===== src/rtl/adc_host_pkg.sv =====
package adc_host_pkg;

   localparam int CMD_BITS  = 8;
   localparam int WORD_MAX  = 17;
   localparam int LEN_W     = 5;

   typedef enum logic [3:0] {
      OP_READ      = 4'd0,
      OP_CONVERT   = 4'd1,
      OP_SET_LEN   = 4'd2,
      OP_SET_ORDER = 4'd3,
      OP_SET_ACQ   = 4'd4,
      OP_AUTOCAL   = 4'd5,
      OP_AUTOZERO  = 4'd6,
      OP_STATUS    = 4'd7,
      OP_POWER_UP  = 4'd8,
      OP_TEST_ON   = 4'd9,
      OP_TEST_OFF  = 4'd10
   } op_e;

   // length selector -> clock count of a transfer
   function automatic logic [LEN_W-1:0] len_of(input logic [1:0] sel);
      case (sel)
         2'd0:    return 5'd12;
         2'd1:    return 5'd13;
         2'd2:    return 5'd16;
         default: return 5'd17;
      endcase
   endfunction

   // acquisition selector -> converter clock periods
   function automatic int unsigned acq_of(input logic [1:0] sel);
      case (sel)
         2'd0:    return 6;
         2'd1:    return 10;
         2'd2:    return 18;
         default: return 34;
      endcase
   endfunction

endpackage


===== src/rtl/ahs_cfg_track.sv =====
module ahs_cfg_track
   import adc_host_pkg::*;
#(
   parameter logic [1:0] RST_ACQ_SEL = 2'd1
)(
   input  logic       clk,
   input  logic       rst,
   input  logic       upd,
   input  op_e        op,
   input  logic [1:0] arg,
   output logic [1:0] len_sel,
   output logic [1:0] acq_sel,
   output logic       msb_first,
   output logic       conv_blocked
);

   localparam logic [1:0] RST_LEN_SEL = 2'd1;   // 13 clocks after reset
   localparam int         NEED_W      = 3;       // power-up, length/sign, acquisition

   logic [NEED_W-1:0] need;
   logic              test_on;

   always_ff @(posedge clk) begin
      if (rst) begin
         len_sel   <= RST_LEN_SEL;
         acq_sel   <= RST_ACQ_SEL;
         msb_first <= 1'b1;
         need      <= '0;
         test_on   <= 1'b0;
      end else if (upd) begin
         case (op)
            OP_SET_LEN: begin
               len_sel <= arg;
               need[1] <= 1'b0;
            end
            OP_SET_ORDER: msb_first <= arg[0];
            OP_SET_ACQ: begin
               acq_sel <= arg;
               need[2] <= 1'b0;
            end
            OP_POWER_UP: need[0] <= 1'b0;
            OP_TEST_ON:  test_on <= 1'b1;
            OP_TEST_OFF: begin
               test_on <= 1'b0;
               need    <= '1;
            end
            default: ;
         endcase
      end
   end

   assign conv_blocked = test_on || (need != '0);

endmodule


===== src/rtl/ahs_serial_engine.sv =====
module ahs_serial_engine
   import adc_host_pkg::*;
#(
   parameter int SCLK_DIV = 4
)(
   input  logic                clk,
   input  logic                rst,
   input  logic                framed,
   input  logic                start,
   input  logic [CMD_BITS-1:0] cmd_bits,
   input  logic [LEN_W-1:0]    len,
   input  logic                msb_first,
   input  logic                do_i,
   output logic                busy,
   output logic                finish,
   output logic [LEN_W-1:0]    cur_len,
   output logic [WORD_MAX-1:0] cap,
   output logic                cs_n,
   output logic                sclk,
   output logic                di
);

   localparam int HALF = SCLK_DIV / 2;
   localparam int HCW  = (HALF > 1) ? $clog2(HALF) : 1;

   logic                tick;
   logic                phase_hi;
   logic [LEN_W-1:0]    bitn;
   logic [CMD_BITS-1:0] cmd_q;
   logic                msb_q;
   logic                last;
   logic [LEN_W-1:0]    pos;
   logic [LEN_W-1:0]    nb;
   logic                nxt_di;

   // half-period timing: a variant per divisor
   if (HALF == 1) begin : g_tick_every
      assign tick = 1'b1;
   end else begin : g_tick_cnt
      logic [HCW-1:0] hcnt;
      always_ff @(posedge clk) begin
         if (rst || !busy || tick) hcnt <= '0;
         else                      hcnt <= hcnt + 1'b1;
      end
      assign tick = (hcnt == HCW'(HALF - 1));
   end

   assign last   = (bitn == cur_len - 5'd1);
   assign finish = busy && phase_hi && tick && last;
   assign pos    = msb_q ? (cur_len - 5'd1 - bitn) : bitn;
   assign nb     = bitn + 5'd1;
   assign nxt_di = (nb < 5'(CMD_BITS)) ? cmd_q[3'd7 - nb[2:0]] : 1'b0;

   always_ff @(posedge clk) begin
      if (rst) begin
         busy     <= 1'b0;
         cs_n     <= 1'b1;
         sclk     <= 1'b0;
         di       <= 1'b0;
         phase_hi <= 1'b0;
         bitn     <= '0;
         cap      <= '0;
         cur_len  <= 5'd13;
         msb_q    <= 1'b1;
         cmd_q    <= '0;
      end else if (!busy) begin
         if (start) begin
            busy     <= 1'b1;
            cs_n     <= 1'b0;
            sclk     <= 1'b0;
            di       <= cmd_bits[CMD_BITS-1];
            cmd_q    <= cmd_bits;
            cur_len  <= len;
            msb_q    <= msb_first;
            bitn     <= '0;
            phase_hi <= 1'b0;
            cap      <= '0;
         end else if (framed) begin
            cs_n <= 1'b1;
         end
      end else if (tick) begin
         if (!phase_hi) begin
            sclk     <= 1'b1;
            phase_hi <= 1'b1;
            cap[pos] <= do_i;
         end else begin
            sclk     <= 1'b0;
            phase_hi <= 1'b0;
            if (last) begin
               busy <= 1'b0;
               cs_n <= framed;
               di   <= 1'b0;
            end else begin
               bitn <= nb;
               di   <= nxt_di;
            end
         end
      end
   end

endmodule


===== src/rtl/ahs_post_timer.sv =====
module ahs_post_timer
   import adc_host_pkg::*;
#(
   parameter int CCLK_DIV     = 2,
   parameter int CONV_PERIODS = 44,
   parameter int CS_GAP       = 2
)(
   input  logic       clk,
   input  logic       rst,
   input  logic       load,
   input  logic       is_conv,
   input  logic [1:0] acq_sel,
   input  logic       eoc_i,
   output logic       busy,
   output logic       conv_phase
);

   localparam int MAX_WAIT = (34 + CONV_PERIODS) * CCLK_DIV;
   localparam int TOP      = (MAX_WAIT > CS_GAP) ? MAX_WAIT : CS_GAP;
   localparam int CW       = $clog2(TOP + 1);

   logic [CW-1:0] cnt;
   logic          conv_q;

   function automatic logic [CW-1:0] wait_of(input logic [1:0] sel);
      int unsigned w;
      w = (acq_of(sel) + CONV_PERIODS) * CCLK_DIV;
      return (w > CS_GAP) ? CW'(w) : CW'(CS_GAP);
   endfunction

   always_ff @(posedge clk) begin
      if (rst) begin
         busy   <= 1'b0;
         conv_q <= 1'b0;
         cnt    <= '0;
      end else if (load) begin
         busy   <= 1'b1;
         conv_q <= is_conv;
         cnt    <= is_conv ? wait_of(acq_sel) : CW'(CS_GAP);
      end else if (busy) begin
         if (cnt != '0) begin
            cnt <= cnt - 1'b1;
         end else if (!conv_q || eoc_i) begin
            busy   <= 1'b0;
            conv_q <= 1'b0;
         end
      end
   end

   assign conv_phase = busy && conv_q;

endmodule


===== src/rtl/adc_serial_host.sv =====
module adc_serial_host
   import adc_host_pkg::*;
#(
   parameter int         SCLK_DIV     = 4,
   parameter int         CCLK_DIV     = 2,
   parameter int         CONV_PERIODS = 44,
   parameter int         CS_GAP       = 2,
   parameter logic [1:0] RST_ACQ_SEL  = 2'd1
)(
   input  logic        clk,
   input  logic        rst,
   input  logic        cs_framed_i,
   input  logic        cmd_valid_i,
   output logic        cmd_ready_o,
   input  logic [3:0]  cmd_op_i,
   input  logic [3:0]  cmd_arg_i,
   output logic        cmd_reject_o,
   output logic        res_valid_o,
   output logic [16:0] res_data_o,
   output logic [4:0]  res_len_o,
   output logic        res_good_o,
   output logic [2:0]  stat_o,
   input  logic        eoc_i,
   input  logic        pd_i,
   output logic        adc_cs_n_o,
   output logic        adc_sclk_o,
   output logic        adc_di_o,
   input  logic        adc_do_i
);

   // elaboration-time parameter checks
   if (SCLK_DIV < 2 || (SCLK_DIV % 2) != 0) begin : g_bad_sclk_div
      $error("SCLK_DIV must be even and at least 2");
   end
   if (CCLK_DIV < 1) begin : g_bad_cclk_div
      $error("CCLK_DIV must be at least 1");
   end
   if (CONV_PERIODS < 1) begin : g_bad_conv
      $error("CONV_PERIODS must be at least 1");
   end
   if (CS_GAP < 1) begin : g_bad_gap
      $error("CS_GAP must be at least 1");
   end

   logic                eng_busy, eng_finish;
   logic                tmr_busy, conv_phase;
   logic [LEN_W-1:0]    cur_len;
   logic [WORD_MAX-1:0] cap;
   logic [1:0]          len_sel, acq_sel;
   logic                msb_first, conv_blocked;
   op_e                 in_op, op_q;
   logic [1:0]          arg_q;
   logic                take, refuse, start;
   logic                corrupt, status_due;

   assign cmd_ready_o = !eng_busy && !tmr_busy;
   assign in_op       = op_e'(cmd_op_i);
   assign take        = cmd_valid_i && cmd_ready_o;
   assign refuse      = take && (in_op == OP_CONVERT) && conv_blocked;
   assign start       = take && !refuse;

   ahs_cfg_track #(
      .RST_ACQ_SEL (RST_ACQ_SEL)
   ) u_cfg (
      .clk          (clk),
      .rst          (rst),
      .upd          (eng_finish),
      .op           (op_q),
      .arg          (arg_q),
      .len_sel      (len_sel),
      .acq_sel      (acq_sel),
      .msb_first    (msb_first),
      .conv_blocked (conv_blocked)
   );

   ahs_serial_engine #(
      .SCLK_DIV (SCLK_DIV)
   ) u_eng (
      .clk       (clk),
      .rst       (rst),
      .framed    (cs_framed_i),
      .start     (start),
      .cmd_bits  ({cmd_op_i, cmd_arg_i}),
      .len       (len_of(len_sel)),
      .msb_first (msb_first),
      .do_i      (adc_do_i),
      .busy      (eng_busy),
      .finish    (eng_finish),
      .cur_len   (cur_len),
      .cap       (cap),
      .cs_n      (adc_cs_n_o),
      .sclk      (adc_sclk_o),
      .di        (adc_di_o)
   );

   ahs_post_timer #(
      .CCLK_DIV     (CCLK_DIV),
      .CONV_PERIODS (CONV_PERIODS),
      .CS_GAP       (CS_GAP)
   ) u_tmr (
      .clk        (clk),
      .rst        (rst),
      .load       (eng_finish),
      .is_conv    (op_q == OP_CONVERT),
      .acq_sel    (acq_sel),
      .eoc_i      (eoc_i),
      .busy       (tmr_busy),
      .conv_phase (conv_phase)
   );

   always_ff @(posedge clk) begin
      if (rst) begin
         op_q         <= OP_READ;
         arg_q        <= '0;
         cmd_reject_o <= 1'b0;
         res_valid_o  <= 1'b0;
         res_data_o   <= '0;
         res_len_o    <= '0;
         res_good_o   <= 1'b0;
         stat_o       <= '0;
         corrupt      <= 1'b0;
         status_due   <= 1'b0;
      end else begin
         cmd_reject_o <= refuse;
         res_valid_o  <= eng_finish;
         if (start) begin
            op_q  <= in_op;
            arg_q <= cmd_arg_i[1:0];
         end
         if (eng_finish) begin
            res_data_o <= cap;
            res_len_o  <= cur_len;
            res_good_o <= !corrupt && (op_q != OP_AUTOCAL) && (op_q != OP_AUTOZERO);
            corrupt    <= 1'b0;
            status_due <= (op_q == OP_STATUS);
            if (status_due) stat_o <= cap[2:0];
         end else if (conv_phase && pd_i) begin
            corrupt <= 1'b1;
         end
      end
   end

endmodule


===== config.mk =====
export PLATFORM = sky130hd
export DESIGN_NAME = adc_serial_host
export DESIGN_NICKNAME = d
export VERILOG_FILES = /design/src/rtl/adc_host_pkg.sv /design/src/rtl/ahs_cfg_track.sv /design/src/rtl/ahs_serial_engine.sv /design/src/rtl/ahs_post_timer.sv /design/src/rtl/adc_serial_host.sv
export SDC_FILE = /design/constraint.sdc
export NUM_CORES = 1
export LEC_CHECK = 0
export BUFFER_PORTS_ARGS = -buffer_cell sky130_fd_sc_hd__buf_2
export CORE_AREA = 2 2 100 78
export CTS_CLUSTER_SIZE = 40
export DETAILED_ROUTE_END_ITERATION = 10
export DIE_AREA = 0 0 102 80
export GPL_TIMING_DRIVEN = 0
export HOLD_SLACK_MARGIN = 0.03
export PLACE_DENSITY = 0.9
export SETUP_SLACK_MARGIN = 0.4
export SLEW_MARGIN = 20
export SYNTH_ARGS = -nofsm -noshare
export SYNTH_HDL_FRONTEND = slang
export SYNTH_SLANG_ARGS = --single-unit

===== constraint.sdc =====
create_clock -name clk -period 7.65 [get_ports clk]
set_clock_uncertainty 0.15 [all_clocks]
set_input_delay 1.53 -clock clk [delete_from_list [all_inputs] [get_ports clk]]
set_output_delay 1.53 -clock clk [all_outputs]
set_load 0.02 [all_outputs]

After elaboration in Yosys (flattened, before gate mapping)

Cells that the tools add are included.

Bits in registers: 96
Input bits: 15
Output and inout bits: 32
Logic and storage cells: 174

Add/subtract/negate cells: 7
$lt $le $gt $ge: 5
Eq/ne operators: 22
Multiplexer cells: 57
Bitwise logic cells: 1
Reduce and logical (&&, ||, !) cells: 52

Operator list:

| operator                                                                | count |
|---|---|
| 17-bit two-way mux                                                      | 4 |
| 31-bit two-way mux                                                      | 2 |
| 8-bit two-way mux                                                       | 5 |
| 32-bit by 2-bit > comparator with 1-bit output, second input constant   | 1 |
| 31-bit by 6-bit adder with 31-bit output, second input constant         | 1 |
| 1-bit two-way mux                                                       | 31 |
| 5-bit two-way mux                                                       | 6 |
| 2-bit AND reduction                                                     | 11 |
| 6-bit one-hot mux with 3 select lines                                   | 1 |
| 17-bit bitwise mux                                                      | 1 |
| 2-bit nonzero test                                                      | 8 |
| 5-bit one-hot mux with 3 select lines                                   | 1 |
| 1-bit logical AND                                                       | 13 |
| 4-bit == test, second input constant                                    | 3 |
| 2-bit inequality test, second input constant                            | 6 |
| 3-bit AND reduction                                                     | 3 |
| 4-bit by 1-bit == test with 1-bit output, second input constant         | 2 |
| 4-bit by 2-bit == test with 1-bit output, second input constant         | 2 |
| 4-bit by 3-bit == test with 1-bit output, second input constant         | 2 |
| 4-bit by 3-bit inequality test with 1-bit output, second input constant | 2 |
| 1-bit one-hot mux with 2 select lines                                   | 4 |
| 4-bit AND reduction                                                     | 2 |
| 8-bit nonzero test                                                      | 1 |
| 8-bit by 1-bit subtractor with 8-bit output, second input constant      | 1 |
| 20 further kinds                                                        | 31 |

Logic depth before layout (Yosys ltp)

Depth after elaboration: 11
Depth in mapped cells: 11
Gate-level depth less buffers: 10

Modules after synthesis

Synthesis repeated with hierarchy kept, for this count alone.

Cells, all modules: 521
Area total of the unflattened synthesis: 4,673.2 µm²

Modules (own cells, without submodules):

| module            | times used | cells each | area each (µm²) | seq. area each (µm²) |
|---|---|---|---|---|
| ahs_serial_engine | 1          | 266        | 2,247.2         | 820.8 |
| adc_serial_host   | 1          | 139        | 1,367.6         | 720.7 |
| ahs_post_timer    | 1          | 76         | 608.1           | 200.2 |
| ahs_cfg_track     | 1          | 40         | 450.4           | 180.2 |

Worst setup path after synthesis

Ideal clock, no wire load.

Kind: input to register
Start: in cmd_valid_i
End: reg u_eng.cap[12]
Library setup time: 0.126 ns
Arrival: 2.907 ns
Data required time: 7.374 ns
Slack: 4.467 ns
Stages on the path: 6
Buffers on the path: 0
Path through: or3b_2 > a21o_1 > a221oi_1 > nand2b_1 > o211ai_1 > o21ai_0

Cells in the longest elaborated chain, start to end: 7

RTL lines:

| item                              | RTL line                | text |
|---|---|---|
| start: declaration                | adc_serial_host.sv:13   | `input logic cmd_valid_i,` |
| 1-bit logical AND (*)             | adc_serial_host.sv:58   | `assign take = cmd_valid_i && cmd_ready_o;` |
| 1-bit logical AND (2 in a row)    | adc_serial_host.sv:59   | `assign refuse = take && (in_op == OP_CONVERT) && conv_blocked;` |
| 1-bit logical NOT                 | adc_serial_host.sv:60   | `assign start = take && !refuse;` |
| 1-bit logical AND (*)             | adc_serial_host.sv:60   |  |
| 2-bit nonzero test (no line) (*)  | -                       |  |
| 3-bit AND reduction (no line) (*) | -                       |  |
| end signal: indexed assignment    | ahs_serial_engine.sv:85 | `cap[pos] <= do_i;` |
| end: declaration                  | ahs_serial_engine.sv:17 | `output logic [WORD_MAX-1:0] cap,` |

Mark *: on every way between the ends. The rest lies on a longest branch, timed or not.
A chain may end at the register's enable or synchronous reset.

Worst setup path after layout

Start: in cmd_op_i[3]
End: reg u_eng.cap[1]

Cells in the longest elaborated chain, start to end: 7

RTL lines:

| item                                     | RTL line              | text |
|---|---|---|
| start: declaration                       | adc_serial_host.sv:15 | `input logic [3:0] cmd_op_i,` |
| 4-bit by 1-bit == test with 1-bit output | adc_serial_host.sv:59 |  |
| 1-bit logical AND (2 in a row)           | adc_serial_host.sv:59 |  |
| 1-bit logical NOT                        | adc_serial_host.sv:60 |  |
| 1-bit logical AND                        | adc_serial_host.sv:60 |  |
| 2-bit nonzero test (no line)             | -                     |  |
| 3-bit AND reduction (no line)            | -                     |  |

No other way between the ends.

==> summary.txt <==
Outcome
  – Status: complete, no violations

Die
  – Core Rows: 27
  – Die W: 102 um
  – Core area: 7162 sq um
  – Die Y: 80 um
  – Initial Util: 0.5874
  – Full die area: 8160 sq um
  – Io pins: 47

Final layout
  – Ant diodes: 0
  – Most common cell after layout, fill and taps aside: dfxtp_1
  – Area of the multi-input gates: 2156 sq um
  – Nets@finish: 584
  – Register area: 1842 sq um
  – Fraction of layout cells with a size suffix above 1: 0.1525
  – Commonest non-fill, non-tap cells in the layout: dfxtp_1, nand2_1, a21oi_1
  – Layout area overhead: 13.21%
  – Finished Layout Cells: 665
  – Fill count: 619

STA
  – Highest clock rate: 266.3 MHz
  – Final setup vio count: 0
  – Unrepaired setup endpoints after global routing: no
  – Final worst path period need: 3.755 ns
  – Fin. max-slew vios: 0
  – Setup TNS: 0 ns
  – Rel. slew slack: 0.4701
  – Fin crit share: 0.4908
  – Worst-Margin Slew: 0.7839 ns
  – Hold Vio Cnt, Final: 0

Worst setup path
  – Critical R2R Launch: u_eng.cur_len[0]
  – Worst Path Arrival: 3.90 ns
  – Critical path endpoint category: flop
  – CP max FO: 10
  – Setup slack, reg-to-reg: 4.37 ns
  – RR Endpoint: u_eng.cap[1]
  – CP Class: input pin to flop
  – Worst reg2reg path depth: 11
  – Startpoint Class: input pin
  – Req. time, crit path: 7.79 ns

Global routing
  – GRT Overall Usage: 0.2818
  – Vias in the first global route: 3719
  – Antenna violations before repair: 0
  – First-pass GRT wire length: 17.71 mm
  – Overflow after GRT: 0
  – Largest net degree at the start of global routing: 18

Logic synthesis
  – Cell area after synthesis: 4207 sq um
  – Top post-synthesis cells by area: dfxtp_1, nand2_1, a21oi_1, nor2_1, ha_1
  – Count of different cell masters after synthesis: 65
  – Asr flop ratio synth: 0
  – Simple-Gate Fraction of Synth Area: 0.2264
  – Area share of the largest cell type after synthesis: 0.4378
  – Most used DFF post-synth: dfxtp_1
  – Adder-cell share of the synthesized area: 0.03153
  – Synth area leader: dfxtp_1
  – Yosys warnings: 0
  – Synth Area in Compound Gates: 0.2151
  – Syn avg cell area: 8.363 sq um
  – Xor/xnor share of the synthesized area: 0.02052
  – Combinational family with the most area after synthesis: simple AND/OR/NAND/NOR gates
  – Post-synth net total: 528
  – Post-synth EDFFs: 0
  – Synthesized flop and latch total: 92
  – Sequential fraction of the synthesis area: 0.4378
  – Post-synthesis mux area share: 0.01814
  – Synth Instances: 503

Clocking
  – TritonCTS clock tree: built
  – CTS Buffer Depth: 2
  – Post-CTS sizing: 0
  – TritonCTS Buffers: 9
  – # hold bufs at CTS: 0
  – Later-pin clock latency in the skew report: 0.37 ns
  – Num Clock Sinks: 92
  – Clock root buffer: clkbuf_8
  – Worst-path clk slew: 0.10 ns
  – Htree depth: 3
  – Setup bufs post-CTS: 0

Routing
  – Via count: 4029
  – Drt total wl: 11.05 mm
  – Post-DRT Antenna Nets: 0
  – Avg WL per Cell: 16.62 um
  – DR DRC count: 0
  – DR vias/cell: 6.059
  – Starting DRT DRC Count: 413
  – Detailed Routing Iterations Pass 1: 5

Placed design
  – Port Buf Inserts: 45
  – Final GP Congestion: 0.9612
  – Placed Cells: 649
  – HPWL after DPL: 7.933 mm

Flow run
  – Max cap viols: 0

Power and ir drop
  – Worst vdd ir: 123.1 uV
  – P per Cell Area: 197.3 nW/um^2
  – Leakage: 1.796 nW

Worst hold path
  – Hold Crit Class: flop to flop
  – Worst Hold Endpoint: res_data_o[15]
  – Hold Path Cell Cnt: 2
  – Hold Crit Start: u_eng.cap[15]
## report_power, final
part / switching (mW) / total [mW] / internal (mW)
Clock: 0.189 / 0.346 / 0.156
Sequential: 0.00741 / 0.494 / 0.487
Combinational: 0.0659 / 0.100 / 0.0341
## routing by layer
metal	GRT usage	vias up	wire, um
met2	0.4645	217	5152
met5	0	-	0
met3	0.06743	26	958
met1	0.3559	1876	4750
met4	0.1107	0	189
li1	-	1910	-
## flip-flops by register name (all words and copies together) (netlist names), 2 cells and up
register       count
arg_q              2
op_q               4
res_data_o        17
res_len_o          3
stat_o             3
u_cfg.acq_sel      2
u_cfg.len_sel      2
u_cfg.need         3
u_eng.bitn         5
u_eng.cap         17
u_eng.cmd_q        8
u_eng.cur_len      3
u_tmr.cnt          8
## how the worst max path moves through the flow
stage / start / end / slack, ns
floorplan: cmd_valid_i / u_eng.cap[12] / 4.47
global placement: cmd_op_i[3] / u_eng.cap[3] / 3.91
detailed placement: cmd_op_i[3] / u_eng.cap[1] / 3.75
CTS: cmd_op_i[3] / u_eng.cap[1] / 3.99
global route: cmd_op_i[3] / u_eng.cap[1] / 3.72
finish: cmd_op_i[3] / u_eng.cap[1] / 3.90
## synthesized netlist by cell type, drive strengths merged (5+ instances only)
| cell type | count |
|---|---|
| dfxtp | 92 |
| nand2 | 91 |
| a21oi | 60 |
| nor2 | 32 |
| o21ai | 24 |
| clkbuf | 23 |
| inv | 16 |
| nand2b | 15 |
| nand3 | 13 |
| nor3 | 12 |
| o211ai | 11 |
| buf | 9 |
| ha | 9 |
| o311ai | 9 |
| a31oi | 7 |
| nor2b | 6 |
| nand4 | 5 |
| xnor2 | 5 |
## area by class of cell
| type | instances | share of cell area |
|---|---|---|
| clock buffer | 9 | 0.02601 |
| timing repair buffer | 45 | 0.04729 |
| sequential | 92 | 0.3868 |
| inverter | 16 | 0.01261 |
| clock inverter | 7 | 0.01682 |
| tap | 101 | 0.02654 |
| buffer | 32 | 0.03127 |
| multi-input combinational | 363 | 0.4527 |
## kinds of logic (layout without fill, tap and decap cells)
logic type / after synthesis / after routing
xor gates and xnor gates: 8 / 8
DFF: 92 / 92
other: 1 / 1
and+or+nand+nor: 196 / 196
muxes: 5 / 5
AOI/OAI and AO/OA: 143 / 143
buffers and inverters: 48 / 109
adders and majority gates: 10 / 10
## per-stage QoR
stage          total power, mW  utilization  worst slack [ns]  instance area, sq um  hold WS, ns
2_1_floorplan           0.5731            -             4.467                  4207       0.2773
3_3_place_gp            0.5971       0.6364             3.906                  4558       0.2885
3_5_place_dp            0.6010       0.6364             3.751                  4558       0.2937
4_1_cts                 0.9396       0.6649             3.989                  4762       0.3061
5_1_grt                 0.9716       0.6649             3.720                  4762       0.3222
6_report                0.9397       0.6649             3.895                  4762       0.3020
## critical path, cell delays in order
cell	delay, ns
buf_2	0.13
nor4b_1	0.71
a21oi_2	0.26
nor2_1	0.38
clkbuf_1	0.41
o311ai_0	0.31
o21ai_0	0.17
Note: power is estimated with default switching activity, not from simulation.
